--- src/rtl/scan_pkg.sv ---
package scan_pkg;
    typedef enum logic {
        MODE_PORTRAIT  = 1'b0,
        MODE_LANDSCAPE = 1'b1
    } scan_mode_e;
endpackage

--- src/rtl/scan_pos_counter.sv ---
module scan_pos_counter #(
    parameter int PIX_PER_LINE = 240,
    parameter int TOTAL_LINES  = 329,
    localparam int PX_W = (PIX_PER_LINE > 1) ? $clog2(PIX_PER_LINE) : 1,
    localparam int LN_W = (TOTAL_LINES > 1) ? $clog2(TOTAL_LINES) : 1
) (
    input  logic            clk,
    input  logic            rst_n,
    input  logic            adv_i,
    output logic [PX_W-1:0] px_o,
    output logic [LN_W-1:0] line_o,
    output logic            last_px_o,
    output logic            last_line_o
);
    localparam logic [PX_W-1:0] PX_LAST = PX_W'(PIX_PER_LINE - 1);
    localparam logic [LN_W-1:0] LN_LAST = LN_W'(TOTAL_LINES - 1);

    typedef struct packed {
        logic [PX_W-1:0] px;
        logic [LN_W-1:0] ln;
    } pos_t;

    pos_t pos_d, pos_q;

    always_comb begin
        pos_d = pos_q;
        if (adv_i) begin
            if (pos_q.px == PX_LAST) begin
                pos_d.px = '0;
                pos_d.ln = (pos_q.ln == LN_LAST) ? '0 : pos_q.ln + 1'b1;
            end else begin
                pos_d.px = pos_q.px + 1'b1;
            end
        end
    end

    always_ff @(posedge clk) begin
        if (!rst_n) pos_q <= '0;
        else        pos_q <= pos_d;
    end

    assign px_o        = pos_q.px;
    assign line_o      = pos_q.ln;
    assign last_px_o   = (pos_q.px == PX_LAST);
    assign last_line_o = (pos_q.ln == LN_LAST);

    // position never leaves the scan geometry
    assert_pos_range_R2: assert property (@(posedge clk) disable iff (!rst_n)
        (pos_q.px <= PX_LAST) && (pos_q.ln <= LN_LAST));

    // a line ends only after its last pixel
    assert_line_step_R2: assert property (@(posedge clk) disable iff (!rst_n)
        (adv_i && (pos_q.px != PX_LAST)) |=> $stable(pos_q.ln));
endmodule

--- src/rtl/scan_addr_step.sv ---
module scan_addr_step #(
    parameter int ADDR_W        = 32,
    parameter int VIS_LINES     = 320,
    parameter int BLANK_LINES   = 9,
    parameter int BYTES_PER_PIX = 2,
    parameter int LN_W          = 9
) (
    input  scan_pkg::scan_mode_e mode_i,
    input  logic [ADDR_W-1:0]    base_i,
    input  logic [ADDR_W-1:0]    cur_i,
    input  logic                 last_px_i,
    input  logic                 last_line_i,
    input  logic [LN_W-1:0]      line_i,
    output logic [ADDR_W-1:0]    next_o
);
    localparam int TOTAL_LINES = VIS_LINES + BLANK_LINES;
    localparam logic [ADDR_W-1:0] PIX_STEP = ADDR_W'(BYTES_PER_PIX);
    localparam logic [ADDR_W-1:0] COL_STEP = ADDR_W'(VIS_LINES * BYTES_PER_PIX);
    localparam logic [ADDR_W-1:0] LAST_IDX = ADDR_W'(TOTAL_LINES - 1);
    localparam logic [LN_W:0]     BLANK_N  = (LN_W+1)'(BLANK_LINES);

    logic [LN_W:0]     nl;
    logic [ADDR_W-1:0] col_off;

    always_comb begin
        nl      = {1'b0, line_i} + 1'b1;
        col_off = (LAST_IDX - ADDR_W'(nl)) * PIX_STEP;
        if (!last_px_i) begin
            next_o = cur_i + ((mode_i == scan_pkg::MODE_LANDSCAPE) ? COL_STEP : PIX_STEP);
        end else if (last_line_i) begin
            next_o = base_i;
        end else if (mode_i == scan_pkg::MODE_PORTRAIT) begin
            next_o = cur_i + PIX_STEP;
        end else if (nl < BLANK_N) begin
            next_o = base_i;
        end else begin
            next_o = base_i + col_off;
        end
    end
endmodule

--- src/rtl/scanout_addr_gen.sv ---
module scanout_addr_gen #(
    parameter int ADDR_W        = 32,
    parameter int PIX_PER_LINE  = 240,
    parameter int VIS_LINES     = 320,
    parameter int BLANK_LINES   = 9,
    parameter int BYTES_PER_PIX = 2
) (
    input  logic              clk,
    input  logic              rst_n,
    input  logic [ADDR_W-1:0] base_i,
    input  logic              mode_i,
    input  logic              ready_i,
    output logic              valid_o,
    output logic [ADDR_W-1:0] addr_o,
    output logic              line_start_o,
    output logic              frame_start_o
);
    import scan_pkg::*;

    localparam int TOTAL_LINES = VIS_LINES + BLANK_LINES;
    localparam int PX_W = (PIX_PER_LINE > 1) ? $clog2(PIX_PER_LINE) : 1;
    localparam int LN_W = (TOTAL_LINES > 1) ? $clog2(TOTAL_LINES) : 1;
    localparam logic [ADDR_W-1:0] PIX_STEP = ADDR_W'(BYTES_PER_PIX);
    localparam logic [ADDR_W-1:0] COL_STEP = ADDR_W'(VIS_LINES * BYTES_PER_PIX);

    typedef struct packed {
        logic [ADDR_W-1:0] addr;
        logic [ADDR_W-1:0] base;
        scan_mode_e        mode;
        logic              valid;
    } st_t;

    st_t st_d, st_q;

    logic [PX_W-1:0]   px;
    logic [LN_W-1:0]   line;
    logic              last_px, last_line;
    logic              hs, fs;
    scan_mode_e        mode_eff;
    logic [ADDR_W-1:0] base_eff, cur, nxt;

    assign hs = st_q.valid && ready_i;
    assign fs = st_q.valid && (px == '0) && (line == '0);

    scan_pos_counter #(
        .PIX_PER_LINE (PIX_PER_LINE),
        .TOTAL_LINES  (TOTAL_LINES)
    ) pos_i (
        .clk         (clk),
        .rst_n       (rst_n),
        .adv_i       (hs),
        .px_o        (px),
        .line_o      (line),
        .last_px_o   (last_px),
        .last_line_o (last_line)
    );

    always_comb begin
        mode_eff = fs ? scan_mode_e'(mode_i) : st_q.mode;
        base_eff = fs ? base_i : st_q.base;
        cur      = fs ? base_i : st_q.addr;
    end

    scan_addr_step #(
        .ADDR_W        (ADDR_W),
        .VIS_LINES     (VIS_LINES),
        .BLANK_LINES   (BLANK_LINES),
        .BYTES_PER_PIX (BYTES_PER_PIX),
        .LN_W          (LN_W)
    ) step_i (
        .mode_i      (mode_eff),
        .base_i      (base_eff),
        .cur_i       (cur),
        .last_px_i   (last_px),
        .last_line_i (last_line),
        .line_i      (line),
        .next_o      (nxt)
    );

    always_comb begin
        st_d       = st_q;
        st_d.valid = 1'b1;
        if (hs) begin
            st_d.addr = nxt;
            st_d.base = base_eff;
            st_d.mode = mode_eff;
        end
    end

    always_ff @(posedge clk) begin
        if (!rst_n) begin
            st_q.addr  <= '0;
            st_q.base  <= '0;
            st_q.mode  <= MODE_PORTRAIT;
            st_q.valid <= 1'b0;
        end else begin
            st_q <= st_d;
        end
    end

    assign valid_o       = st_q.valid;
    assign addr_o        = cur;
    assign line_start_o  = st_q.valid && (px == '0);
    assign frame_start_o = fs;

    // once valid, the address stream never pauses on its own
    assert_valid_hold_R1: assert property (@(posedge clk) disable iff (!rst_n)
        valid_o |=> valid_o);

    // a stalled non-start beat keeps address and flags
    assert_stall_hold_R7: assert property (@(posedge clk) disable iff (!rst_n)
        (valid_o && !ready_i && !frame_start_o)
        |=> ($stable(addr_o) && $stable(line_start_o) && !frame_start_o));

    // accepting the final beat of a frame starts a new frame
    assert_wrap_R6: assert property (@(posedge clk) disable iff (!rst_n)
        (hs && last_px && last_line) |=> frame_start_o);

    // the frame's mode is frozen between frame starts
    assert_mode_frozen_R8: assert property (@(posedge clk) disable iff (!rst_n)
        (valid_o && !frame_start_o) |=> $stable(st_q.mode));

    // portrait pixels inside a line are BYTES_PER_PIX apart
    assert_portrait_step_R3: assert property (@(posedge clk) disable iff (!rst_n)
        (hs && !fs && !last_px && st_q.mode == MODE_PORTRAIT)
        |=> (addr_o == $past(addr_o) + PIX_STEP));

    // landscape pixels inside a line are one buffer row apart
    assert_landscape_step_R4: assert property (@(posedge clk) disable iff (!rst_n)
        (hs && !fs && !last_px && st_q.mode == MODE_LANDSCAPE)
        |=> (addr_o == $past(addr_o) + COL_STEP));
endmodule

--- config.mk ---
export PLATFORM = sky130hd
export DESIGN_NAME = scanout_addr_gen
export DESIGN_NICKNAME = d
export VERILOG_FILES = /design/src/rtl/scan_pkg.sv /design/src/rtl/scan_pos_counter.sv /design/src/rtl/scan_addr_step.sv /design/src/rtl/scanout_addr_gen.sv
export SDC_FILE = /design/constraint.sdc
export NUM_CORES = 1
export LEC_CHECK = 0
export ABC_AREA = 1
export BUFFER_PORTS_ARGS = -buffer_cell sky130_fd_sc_hd__buf_2
export CORE_UTILIZATION = 25
export CTS_BUF_LIST = sky130_fd_sc_hd__clkbuf_2 sky130_fd_sc_hd__clkbuf_4 sky130_fd_sc_hd__clkbuf_8
export DETAILED_ROUTE_END_ITERATION = 10
export PLACE_DENSITY = 0.44
export SLEW_MARGIN = 20
export SYNTH_ARGS = -nofsm -noshare
export SYNTH_HDL_FRONTEND = slang
export SYNTH_HIERARCHICAL = 1
export SYNTH_SLANG_ARGS = --single-unit
--- constraint.sdc ---
create_clock -name clk -period 9 [get_ports clk]
set_clock_uncertainty 0.15 [all_clocks]
set_input_delay 0.45 -clock clk [delete_from_list [all_inputs] [get_ports clk]]
set_output_delay 0.45 -clock clk [all_outputs]
set_load 0.05 [all_outputs]
# Word-level counts from Yosys, hierarchy flattened

Index checks and enable logic that the tools add are counted.

Bits in registers: 83
Output and inout port bits: 35
Word-level logic and storage cells: 33

Add/subtract/negate cells: 7
Magnitude comparators: 1
Eq/ne operators: 2
Muxes and demuxes: 11
Reduce and logical (&&, ||, !) cells: 6

Operators with widths:

| operator                | number |
|---|---|
| $mux W32                | 6 |
| $add A32 B32 Y32        | 2 |
| $add A32 B2 Y32 const B | 1 |
| $sub A9 B10 Y11 const A | 1 |
| $add A9 B1 Y10 const B  | 1 |
| $lt A10 B4 Y1 const B   | 1 |
| $mux W10                | 1 |
| $add A9 B1 Y9 const B   | 1 |
| $eq A9 B9 Y1 const B    | 1 |
| $logic_not A9 Y1        | 1 |
| $mux W9                 | 1 |
| $add A8 B1 Y8 const B   | 1 |
| $eq A8 B8 Y1 const B    | 1 |
| $logic_not A8 Y1        | 1 |
| $mux W8                 | 1 |
| $logic_and A1 B1 Y1     | 3 |
| $mux W1                 | 2 |
| $reduce_and A2 Y1       | 1 |

# Logic depth before layout (Yosys ltp)

Gate-level depths: netlist (run 1).

Word-level depth: 9
Mapped depth: 29

# Hierarchy

Netlist (run 1), hierarchy kept.

By module, submodules not included:

| module           | instances | cells an instance | area an instance (µm²) |
|---|---|---|---|
| scan_addr_step   | 1         | 935               | 4717.0 |
| scanout_addr_gen | 1         | 542               | 3294.4 |
| scan_pos_counter | 1         | 142               | 965.9 |

# Worst setup path before layout (run 1)

OpenSTA, ideal clock, no wires.

Path kind: register to register
Start: register st_q (netlist bit valid_o)
End: register st_q[61] (netlist name)
Library setup time: 0.116 ns
Arrival time: 3.881 ns
Slack: 4.853 ns
Stages on the path, launching flop included: 23
Path through: dfxtp_1 nand3b_1 nor2_4 buf_2 nand3_1 nand2_1 ha_1 ha_1 nand3_1 nor2_2 nand3_1 nand2_1 nand2_1 a21oi_1 inv_1 nor2_4 nand3_1 nor2_1 nand2_1 nand3_1 nand2_1 o21ai_0 nor2_1

RTL lines:

| what                    | RTL line               | text |
|---|---|---|
| start, declared         | scanout_addr_gen.sv:33 | `st_t st_d, st_q;` |
| start signal, assigned  | scanout_addr_gen.sv:97 | `st_q <= st_d;` |
| $logic_and A1 B1 Y1 (*) | --                     |  |
| named net line_start_o  | scanout_addr_gen.sv:15 | `output logic line_start_o,` |
| $logic_and A1 B1 Y1 (*) | scanout_addr_gen.sv:43 | `assign fs = st_q.valid && (px == '0) && (line == '0);` |
| $mux W32 (*)            | scanout_addr_gen.sv:61 | `cur = fs ? base_i : st_q.addr;` |
| named net addr_o[1]     | scanout_addr_gen.sv:14 | `output logic [ADDR_W-1:0] addr_o,` |
| $add A32 B2 Y32         | scan_addr_step.sv:33   | `next_o = cur_i + PIX_STEP;` |
| $mux W32                | scan_addr_step.sv:32   | `end else if (mode_i == scan_pkg::MODE_PORTRAIT) begin` |
| $mux W32                | scan_addr_step.sv:30   | `end else if (last_line_i) begin` |
| $mux W32 (*)            | scan_addr_step.sv:28   | `if (!last_px_i) begin` |
| named net nxt[27]       | scanout_addr_gen.sv:40 | `logic [ADDR_W-1:0] base_eff, cur, nxt;` |

Mark *: on every way through the listed nets, which the timed path passes. The rest lies on a longest branch.
A chain may end at the register's enable or synchronous reset.

# Final worst setup path (run 1)

Start: register pos_i.pos_q (netlist bit pos_i/px_o[1])
End: register st_q[61] (netlist name)

RTL lines:

| what                                                | RTL line                                   | text |
|---|---|---|
| start, declared                                     | scan_pos_counter.sv:23                     | `pos_t pos_d, pos_q;` |
| start signal, assigned                              | scan_pos_counter.sv:39                     | `else pos_q <= pos_d;` |
| $logic_not A8 Y1 (*)                                | scanout_addr_gen.sv:43                     |  |
| $logic_and A1 B1 Y1 (*) (2 in series)               | scanout_addr_gen.sv:43                     |  |
| $mux W1 (*)                                         | scanout_addr_gen.sv:59                     | `mode_eff = fs ? scan_mode_e'(mode_i) : st_q.mode;` |
| named net mode_eff                                  | scanout_addr_gen.sv:39                     | `scan_mode_e mode_eff;` |
| $mux W10 / $mux W32 (equally long branches)         | scan_addr_step.sv:29, scan_addr_step.sv:32 |  |
| $add A32 B32 Y32 / $mux W32 (equally long branches) | scan_addr_step.sv:29, scan_addr_step.sv:30 |  |
| $mux W32 (*)                                        | scan_addr_step.sv:28                       |  |
| named net nxt[27]                                   | scanout_addr_gen.sv:40                     |  |

Marked as above.

==> results of run 1 <==
## through the flow
| stage | hold slack [ns] | area, µm² | cells | setup WS (ns) |
|---|---|---|---|---|
| after floorplan | 0.305 | 8980 | 1619 | 4.85 |
| after global placement | 0.317 | 9720 | 2105 | 3.99 |
| after detailed placement | 0.325 | 9720 | 2105 | 3.87 |
| after CTS | 0.273 | 9920 | 2121 | 3.82 |
| after global routing | 0.314 | 9920 | 2121 | 3.23 |
| final | 0.287 | 9920 | 2121 | 3.84 |
## flip-flops by register name (all words and copies together), names as in the netlist
name and cells:
pos_i/line_o 9, valid_o 1, st_q 65, pos_i/px_o 8
## worst paths after layout
path	slack, ns	start	to
max	3.84	pos_i/px_o[1]	st_q[61]
min reg2reg	0.34	st_q[57]	st_q[57]
max reg2reg	3.84	pos_i/px_o[1]	st_q[61]
min	0.29	base_i[27]	st_q[29]
## critical path: cells and delay by family (launching register included)
kind                       cells  cell delay (ns)
AOI/OAI and AO/OA              2             0.36
adders and majority gates      2             0.52
buffers and inverters          2             0.84
DFF                            1             0.35
and+or+nand+nor               18             2.79
## synthesized netlist by cell type (all sizes together)
library cell	count	area (µm²)
o211ai	6	45.0
o22ai	2	12.5
nor2	285	1120
nor3b	4	35.0
or2	5	31.3
clkinv	3	11.3
buf	22	131
a31oi	6	37.5
nand4	13	81.3
nand2	493	1910
ha	40	500
nand3b	5	37.5
nand3	143	733
xor2	42	368
o21a	2	15.0
a21o	2	15.0
nor3	22	110
o311ai	1	8.76
a31o	2	17.5
o21bai	9	67.6
a21oi	104	524
fa	1	20.0
and3	1	6.26
xnor2	21	184
mux2i	1	10.0
a221oi	1	8.76
nor4	3	18.8
a22oi	1	7.51
clkbuf	31	116
inv	167	629
o31ai	1	7.51
o21ai	97	493
dfxtp	83	1660
## power breakdown
part           leakage, nW  total (mW)  internal, mW  switching [mW]
clock                0.105       0.297         0.136           0.161
sequential           0.681       0.398         0.388          0.0108
combinational         4.08       0.447         0.122           0.325
## final cells by class
class | count | area [µm²]
fillers | 4112 | 25600
clock buffers | 11 | 139
multi-input cells | 1313 | 6430
well taps | 461 | 577
inverters | 170 | 642
clock inverters | 5 | 61.3
flip-flops and latches | 83 | 1660
repair buffers | 78 | 410
## per-layer routing
layer | vias to the layer above | GRT usage [%] | routed length (µm)
met5 | - | 0 | 0
met4 | 0 | 5.13 | 581
met3 | 30 | 2.42 | 1800
met2 | 275 | 29.1 | 14700
met1 | 4667 | 26.2 | 16400
li1 | 5266 | - | -
## logic make-up after synthesis
group / count (synthesis) / synth area share [%]
DFF: 83 / 18.5
adders and majority gates: 41 / 5.80
and+or+nand+nor: 974 / 45.5
AOI/OAI and AO/OA: 234 / 14.0
muxes: 1 / 0.112
xor gates and xnor gates: 63 / 6.15
buffers and inverters: 223 / 9.90
==> flow_metrics.env, run 1 <==
export IMPL_drcViolationCount=0
export IMPL_port_buffers=70
export IMPL_fin_util_pct=28.0
export IMPL_required_ns=9.14
export IMPL_clock_fmax_mhz=194
export IMPL_grt_overflow_total=0
export IMPL_rows=69
export IMPL_p_leak_nw=4.87
export IMPL_initial_utilization_pct=25.3
export IMPL_critPathKind="register to register"
export IMPL_fin_crit_ns=5.16
export IMPL_final_nets=1732
export IMPL_finalHoldViolCount=0
export IMPL_syn2layout_area_growth_pct=10.5
export IMPL_grt_max_degree=66
export IMPL_post_cts_setup_buffers=0
export IMPL_setup_viol=0
export IMPL_path_clk_slew_ns=0.10
export IMPL_drive_above_1_share_pct=8.49
export IMPL_crit_chain="nor2_1, nand3_1, nor2_4, nand2_2, nand2_2, nand2_1, inv_1, ha_1, ha_1, nand3_1, nor2_2, nand3_1, nand2_1, nand2_1, a21oi_1, inv_1, nor2_4, nand3_1, nor2_1, nand2_1, nand3_1, nand2_1, o21ai_0, nor2_1"
export IMPL_end_kind="register"
export IMPL_antenna_found_initial=0
export IMPL_cts_htree_levels=3
export IMPL_ys_ff_latch=83
export IMPL_yosys_warnings=6
export IMPL_first_global_vias=9461
export IMPL_critPathArrivalTime_ns=5.29
export IMPL_core_mm2=0.0355
export IMPL_period_share_pct=57.3
export IMPL_ys_seq_area_share_pct=18.5
export IMPL_crit_path_max_incr_delay_ns=0.73
export IMPL_layout_commonest_cell="nand2_1"
export IMPL_synth_distinct_cells=51
export IMPL_cts_sinks=83
export IMPL_tns_ns=0
export IMPL_ir_worst_vdd_uv=70.1
export IMPL_dieArea_mm2=0.0367
export IMPL_hold_path_cell_count=5
export IMPL_status="finished clean"
export IMPL_antenna_left=0
export IMPL_drt_iter0_drc=807
export IMPL_tritoncts="built"
export IMPL_insertion_delay_ns=0.41
export IMPL_postCtsHoldBufs=0
export IMPL_slew_violations=0
export IMPL_p_per_area_mw_per_mm2=115
export IMPL_p_total_mw=1.14
export IMPL_route_vias_total=10238
export IMPL_grt_setup_unrepaired="false"
export IMPL_final_cell_mix="480 x nand2_1, 270 x nor2_1, 159 x inv_1, 141 x nand3_1, 103 x a21oi_1"
export IMPL_synth_nets=1696
export IMPL_syn_area_per_cell_um2=5.55
export IMPL_num_io_pins=71
export IMPL_holdCritPathClass="input pin to register"
export IMPL_cpMaxStageDelayCell="inv_1"
export IMPL_cts_buffers=9
export IMPL_cts_resized=0
export IMPL_cp_max_fo=35
export IMPL_syn_area_mm2=0.00898
export IMPL_die_h_um=191
export IMPL_cap_violations=0
export IMPL_die_w_um=191
export IMPL_num_antenna_cells=0
export IMPL_worstMarginPinSlew_ns=1.16
export IMPL_place_gp_congestion=0.896
export IMPL_slew_headroom_pct=22.2
export IMPL_r2r_cells=24
export IMPL_dpl_hpwl_um=26000
export IMPL_cts_root_buf="clkbuf_8"
export IMPL_track_usage_pct=18.5
export IMPL_clock_path_buffers=2
export IMPL_critPathLaunchType="register"
export IMPL_detail_route_wl_per_cell_um=15.8
export IMPL_grt_pass1_wl_um=52400
export IMPL_viasPerCell=4.83
export IMPL_synthCells=1619
export IMPL_wl_um=33500
export IMPL_first_pass_iters=5
(Power assumes the default switching activity.)
==> run 2: changes to the inputs <==
Settings changed: ABC_AREA 1 to 0.
Clock period 9 ns to 5.3 ns, I/O delays scaled along.
==> run 2 against run 1 <==
Combinational power up 36%; die area decreased by 5.8%; synthesized area is 5.9% lower; maximum frequency is 4.1% higher; worst hold slack lost 0.25 ns; largest cell class unchanged; cell count fell by 22%.
==> flow_metrics.env, run 2 <==
export IMPL_ys_flop_type="dfxtp_1"
export IMPL_core_mm2=0.0329
export IMPL_async_reset_ff_share_pct=0
export IMPL_synth_nets=1185
export IMPL_grt_overflow_total=0
export IMPL_synth_most_common_cell="nand2_1"
export IMPL_cpMaxStageDelayCell="or4b_4"
export IMPL_required_ns=5.50
export IMPL_route_vias_total=8169
export IMPL_status="finished clean"
export IMPL_cts_buffers=9
export IMPL_holdCritPathClass="input pin to register"
export IMPL_fin_util_pct=30.5
export IMPL_synth_edf_count=0
export IMPL_regMostFlops="st_q"
export IMPL_synth_area_leader_cell="dfxtp_1"
export IMPL_layout_setup_ws_ns=0.345
export IMPL_crit_chain="ha_1, or3b_2, a21oi_1, nor2_1, o22ai_2, nand2_1, a32o_1, and3_1, nor4_2, buf_4, ha_1, nand2_1, or2_0, or4b_4, o211ai_2, o31ai_2, and4_4, or3b_4, a2111oi_2, nand2b_1, nand2_1, a21boi_0"
export IMPL_initial_utilization_pct=25.7
export IMPL_clock_path_buffers=2
export IMPL_p_per_area_mw_per_mm2=184
export IMPL_fin_crit_ns=4.95
export IMPL_num_io_pins=71
export IMPL_syn2layout_area_growth_pct=18.7
export IMPL_grt_pass1_wl_um=44200
export IMPL_die_w_um=186
export IMPL_antenna_left=0
export IMPL_place_ws_ns=0.0526
export IMPL_syn_area_mm2=0.00845
export IMPL_insertion_delay_ns=0.42
export IMPL_synthCells=1108
export IMPL_slew_violations=0
export IMPL_yosysTopAreaCellShare_pct=19.7
export IMPL_path_common_cell="nand2_1"
export IMPL_final_cell_mix="203 x nand2_1, 95 x nor2_1, 83 x dfxtp_1, 69 x buf_2, 53 x xnor2_1"
export IMPL_clock_fmax_mhz=202
export IMPL_dpl_hpwl_um=20500
export IMPL_place_gp_congestion=0.860
export IMPL_ir_worst_vdd_uv=139
export IMPL_period_share_pct=93.5
export IMPL_final_nets=1281
export IMPL_dieArea_mm2=0.0345
export IMPL_drcViolationCount=0
export IMPL_rows=66
export IMPL_synth_distinct_cells=85
export IMPL_cts_root_buf="clkbuf_8"
export IMPL_syn_area_per_cell_um2=7.63
export IMPL_setup_viol=0
export IMPL_die_h_um=186
export IMPL_largest_reg_flops=65
export IMPL_worstMarginPinSlew_ns=0.788
export IMPL_layout_commonest_cell="nand2_1"
export IMPL_finalHoldViolCount=0
export IMPL_tritoncts="built"
export IMPL_critPathArrivalTime_ns=5.16
export IMPL_end_kind="register"
export IMPL_viasPerCell=4.94
export IMPL_cts_sinks=83
export IMPL_synthTopCellsByCount="203 x nand2_1, 96 x nor2_1, 83 x dfxtp_1"
export IMPL_synth_area_top_cells="dfxtp_1 20%, nand2_1 9.0%, ha_1 5.9%, xnor2_1 5.5%, xor2_1 5.3%"
export IMPL_ys_ff_latch=83
export IMPL_p_leak_nw=4.13
export IMPL_cp_max_fo=4
export IMPL_wl_um=27700
export IMPL_nFillCells=3608
export IMPL_multi_input_area_mm2=0.00643
export IMPL_drt_iter0_drc=422
export IMPL_ff_latch_area_mm2=0.00166
export IMPL_antenna_found_initial=1
export IMPL_port_buffers=70
export IMPL_path_clk_slew_ns=0.11
export IMPL_grt_max_degree=66
export IMPL_critPathLaunchType="register"
export IMPL_crit_path_max_incr_delay_ns=0.52
export IMPL_drive_above_1_share_pct=16.5
export IMPL_slew_headroom_pct=47.1
export IMPL_cts_htree_levels=3
export IMPL_critPathKind="register to register"
export IMPL_first_pass_iters=6
export IMPL_cap_violations=0
export IMPL_detail_route_wl_per_cell_um=16.7
export IMPL_first_global_vias=8011
export IMPL_track_usage_pct=16.5
export IMPL_ys_seq_area_share_pct=19.7
export IMPL_yosys_warnings=6
## run 2: cell count changes after synthesis, sizes merged, moves of 20 or more
cell / change
nand3: -116
mux2i: +36
o21ai: -58
xnor2: +32
inv: -149
a21boi: +37
mux2: +67
a21oi: -53
nand2: -290
a21o: +20
nor2: -189
## run 2: kinds of logic (layout without fill, tap and decap cells)
logic type | Yosys count | in the layout | synth area share [%]
AO/OA/AOI/OAI | 255 | 255 | 20.9
adder cells (fa/ha/maj) | 41 | 41 | 6.16
multiplexers | 104 | 104 | 13.3
XOR/XNOR | 104 | 104 | 10.8
other | 0 | 1 | 0
buffers and inverters | 87 | 188 | 4.90
AND/OR/NAND/NOR | 434 | 434 | 24.3
flip-flops | 83 | 83 | 19.7
## run 2: cell type report
cell class                 instances  share of cell area, %
tap                              442                   5.51
clock buffer                       9                   1.23
timing repair buffer             154                   10.7
inverter                          18                  0.673
antenna                            1                 0.0249
multi-input combinational        938                   64.1
sequential                        83                   16.6
clock inverter                     7                   1.16
## run 2: metal layers
metal / wire (µm) / track usage, % / share of wire, %
met1: 13800 / 22.4 / 50
met2: 12500 / 26.6 / 45
met3: 943 / 2.43 / 3.4
met4: 486 / 5.28 / 1.8
met5: 0 / 0 / 0
## run 2: worst max-delay path: cells and delay by family (launching register included)
kind,cells,cell delay [ns]
AOI/OAI and AO/OA,7,1.25
adders and majority gates,2,0.46
buffers and inverters,1,0.16
and+or+nand+nor,12,2.54
DFF,1,0.35
## run 2: metrics by stage
step | instance area (µm²) | std cells | power [mW] | hold slack [ns] | setup TNS [ns]
2_1_floorplan | 8450 | 1108 | 1.11 | 0.143 | 0
3_3_place_gp | 9400 | 1600 | 1.25 | 0.289 | 0
3_5_place_dp | 9400 | 1600 | 1.25 | 0.296 | 0
4_1_cts | 9970 | 1649 | 1.87 | 0.0382 | 0
5_1_grt | 10000 | 1652 | 1.96 | 0.0462 | -0.0158
6_report | 10000 | 1652 | 1.85 | 0.0419 | 0
## run 2: power breakdown
group	total, mW	switching (mW)	internal, mW
registers	0.653	0.00979	0.644
clock network	0.586	0.274	0.312
logic	0.610	0.384	0.226
## run 2: final timing paths
kind	start	end	slack, ns	depth (start not counted)
setup reg to reg	pos_i/line_o[0]	st_q[65]	0.35	22
hold / removal	rst_n	valid_o	0.04	1
hold reg to reg	st_q[28]	st_q[28]	0.31	2
setup / recovery	pos_i/line_o[0]	st_q[65]	0.35	22
## run 2: timing repair
action	CTS	global route
gates resized for setup	0	9
setup buffers	0	2
hold buffers	33	0
endpoints found under the setup margin	0	9
endpoints found under the hold margin	33	0
==> run 3: changes to the inputs <==
Settings changed: CORE_UTILIZATION 25 to 63, PLACE_DENSITY 0.44 to 0.87.
==> run 3 against run 2 <==
Cell area decreased by 6.0%; routed wire length decreased by 12%; sequential share of layout area increased by 1.1 points; combinational power decreased by 3%; largest cell class unchanged; largest power group unchanged; highest routed layer unchanged.
==> flow_metrics.env, run 3 (synthesized netlist as in run 2, its figures left out) <==
export IMPL_status="finished clean"
export IMPL_grt_overflow_total=0
export IMPL_p_per_area_mw_per_mm2=183
export IMPL_antenna_found_initial=0
export IMPL_cap_violations=0
export IMPL_p_leak_nw=3.97
export IMPL_layout_setup_ws_ns=0.202
export IMPL_clock_path_buffers=2
export IMPL_end_kind="register"
export IMPL_ff2ff_setup_slack_ns=0.20
export IMPL_fin_util_pct=73.5
export IMPL_tritoncts="built"
export IMPL_cts_sinks=83
export IMPL_fin_crit_ns=5.10
export IMPL_insertion_delay_ns=0.38
export IMPL_post_cts_setup_buffers=0
export IMPL_layout_commonest_cell="nand2_1"
export IMPL_cp_max_fo=34
export IMPL_r2r_end="st_q[60]"
export IMPL_antenna_left=0
export IMPL_slew_violations=0
export IMPL_startpoint="pos_i/line_o[1]"
export IMPL_die_w_um=118
export IMPL_dieArea_mm2=0.0139
export IMPL_port_buffers=70
export IMPL_largest_reg_flops=65
export IMPL_grt_max_degree=59
export IMPL_worstMarginPinSlew_ns=0.932
export IMPL_p_total_mw=1.72
export IMPL_viasPerCell=6.38
export IMPL_num_antenna_cells=0
export IMPL_stdcell_area_mm2=0.00943
export IMPL_path_clk_slew_ns=0.09
export IMPL_nFillCells=1000
export IMPL_clock_fmax_mhz=196
export IMPL_finalHoldViolCount=0
export IMPL_place_gp_congestion=0.979
export IMPL_num_io_pins=71
export IMPL_core_mm2=0.0128
export IMPL_cts_root_buf="clkbuf_8"
export IMPL_die_h_um=118
export IMPL_track_usage_pct=35.1
export IMPL_critPathKind="register to register"
export IMPL_detail_route_wl_per_cell_um=18.1
export IMPL_regMostFlops="st_q"
export IMPL_rows=41
export IMPL_holdCritPathClass="input pin to register"
export IMPL_final_cell_mix="203 x nand2_1, 95 x nor2_1, 82 x dfxtp_1, 70 x buf_2, 53 x xnor2_1"
export IMPL_critPathArrivalTime_ns=5.26
export IMPL_dpl_hpwl_um=17400
export IMPL_period_share_pct=96.2
export IMPL_syn2layout_area_growth_pct=11.6
export IMPL_grt_setup_unrepaired="false"
export IMPL_route_vias_total=8637
export IMPL_tns_ns=0
export IMPL_slew_headroom_pct=37.9
export IMPL_cts_htree_levels=3
export IMPL_final_nets=1254
export IMPL_first_global_vias=7876
export IMPL_initial_utilization_pct=65.9
export IMPL_wl_um=24500
export IMPL_min_from="base_i[28]"
export IMPL_cts_buffers=9
export IMPL_placed_area_mm2=0.00894
export IMPL_r2r_start="pos_i/line_o[1]"
export IMPL_r2r_cells=16
export IMPL_drcViolationCount=0
export IMPL_place_ws_ns=0.0825
export IMPL_first_pass_iters=6
export IMPL_drive_above_1_share_pct=15.3
export IMPL_required_ns=5.47
export IMPL_drt_iter0_drc=957
export IMPL_ir_worst_vdd_uv=183
export IMPL_grt_pass1_wl_um=39500
export IMPL_setup_viol=0
export IMPL_critPathLaunchType="register"
export IMPL_endpoint="st_q[60]"
-- run 3: layout make-up --
class / count / area [µm²] / share of cell area, %
Multi-Input combinational cell: 938 / 6430 / 68.2
Inverter: 18 / 67.6 / 0.717
Tap cell: 172 / 215 / 2.28
Clock inverter: 6 / 66.3 / 0.703
Sequential cell: 83 / 1670 / 17.7
Timing Repair Buffer: 127 / 851 / 9.02
Clock buffer: 10 / 131 / 1.39
-- run 3: what timing repair did --
action,in CTS,in global routing
hold buffers,24,0
resized for setup,0,9
endpoints found under the setup margin,0,5
endpoints found under the hold margin,24,0
-- run 3: stage by stage --
step | hold slack (ns) | cells
global placement | 0.289 | 1314
floorplan | 0.143 | 1108
CTS | 0.00342 | 1354
finish | 0.0106 | 1354
global route | 0.00157 | 1354
detailed placement | 0.295 | 1314
-- run 3: worst min path at each step --
stage,endpoint,slack (ns),depth (start not counted)
after CTS,st_q[10],0.003,3
after detailed placement,st_q[33],0.29,2
after global placement,st_q[8],0.29,2
final,st_q[30],0.01,3
after floorplan,valid_o,0.14,0
after global routing,st_q[30],0.002,3
-- run 3: report_power, final --
part	internal [mW]	switching (mW)	total, mW
registers	0.643	0.0104	0.653
clock network	0.223	0.254	0.477
logic	0.216	0.377	0.593
total	1.08	0.641	1.72
-- run 3: routing by layer --
layer	global-route usage [%]	vias up	wire (µm)
li1	-	4097	-
met1	46.8	4029	10600
met2	57.0	446	11200
met3	5.14	65	2070
met4	13.5	0	618
met5	0	-	0
-- run 3: worst max-delay path, cell delays in order (launching register included) --
cell	delay, ns
dfxtp_1	0.35
buf_4	0.16
or4_4	0.57
nor4_4	0.30
buf_12	0.24
mux2_1	0.40
ha_1	0.35
a2111oi_0	0.43
o21ai_0	0.27
a41o_2	0.36
a21oi_1	0.27
o21ai_0	0.23
a221oi_1	0.40
xor2_1	0.12
o22ai_1	0.17
nand2_1	0.07
a21boi_0	0.15
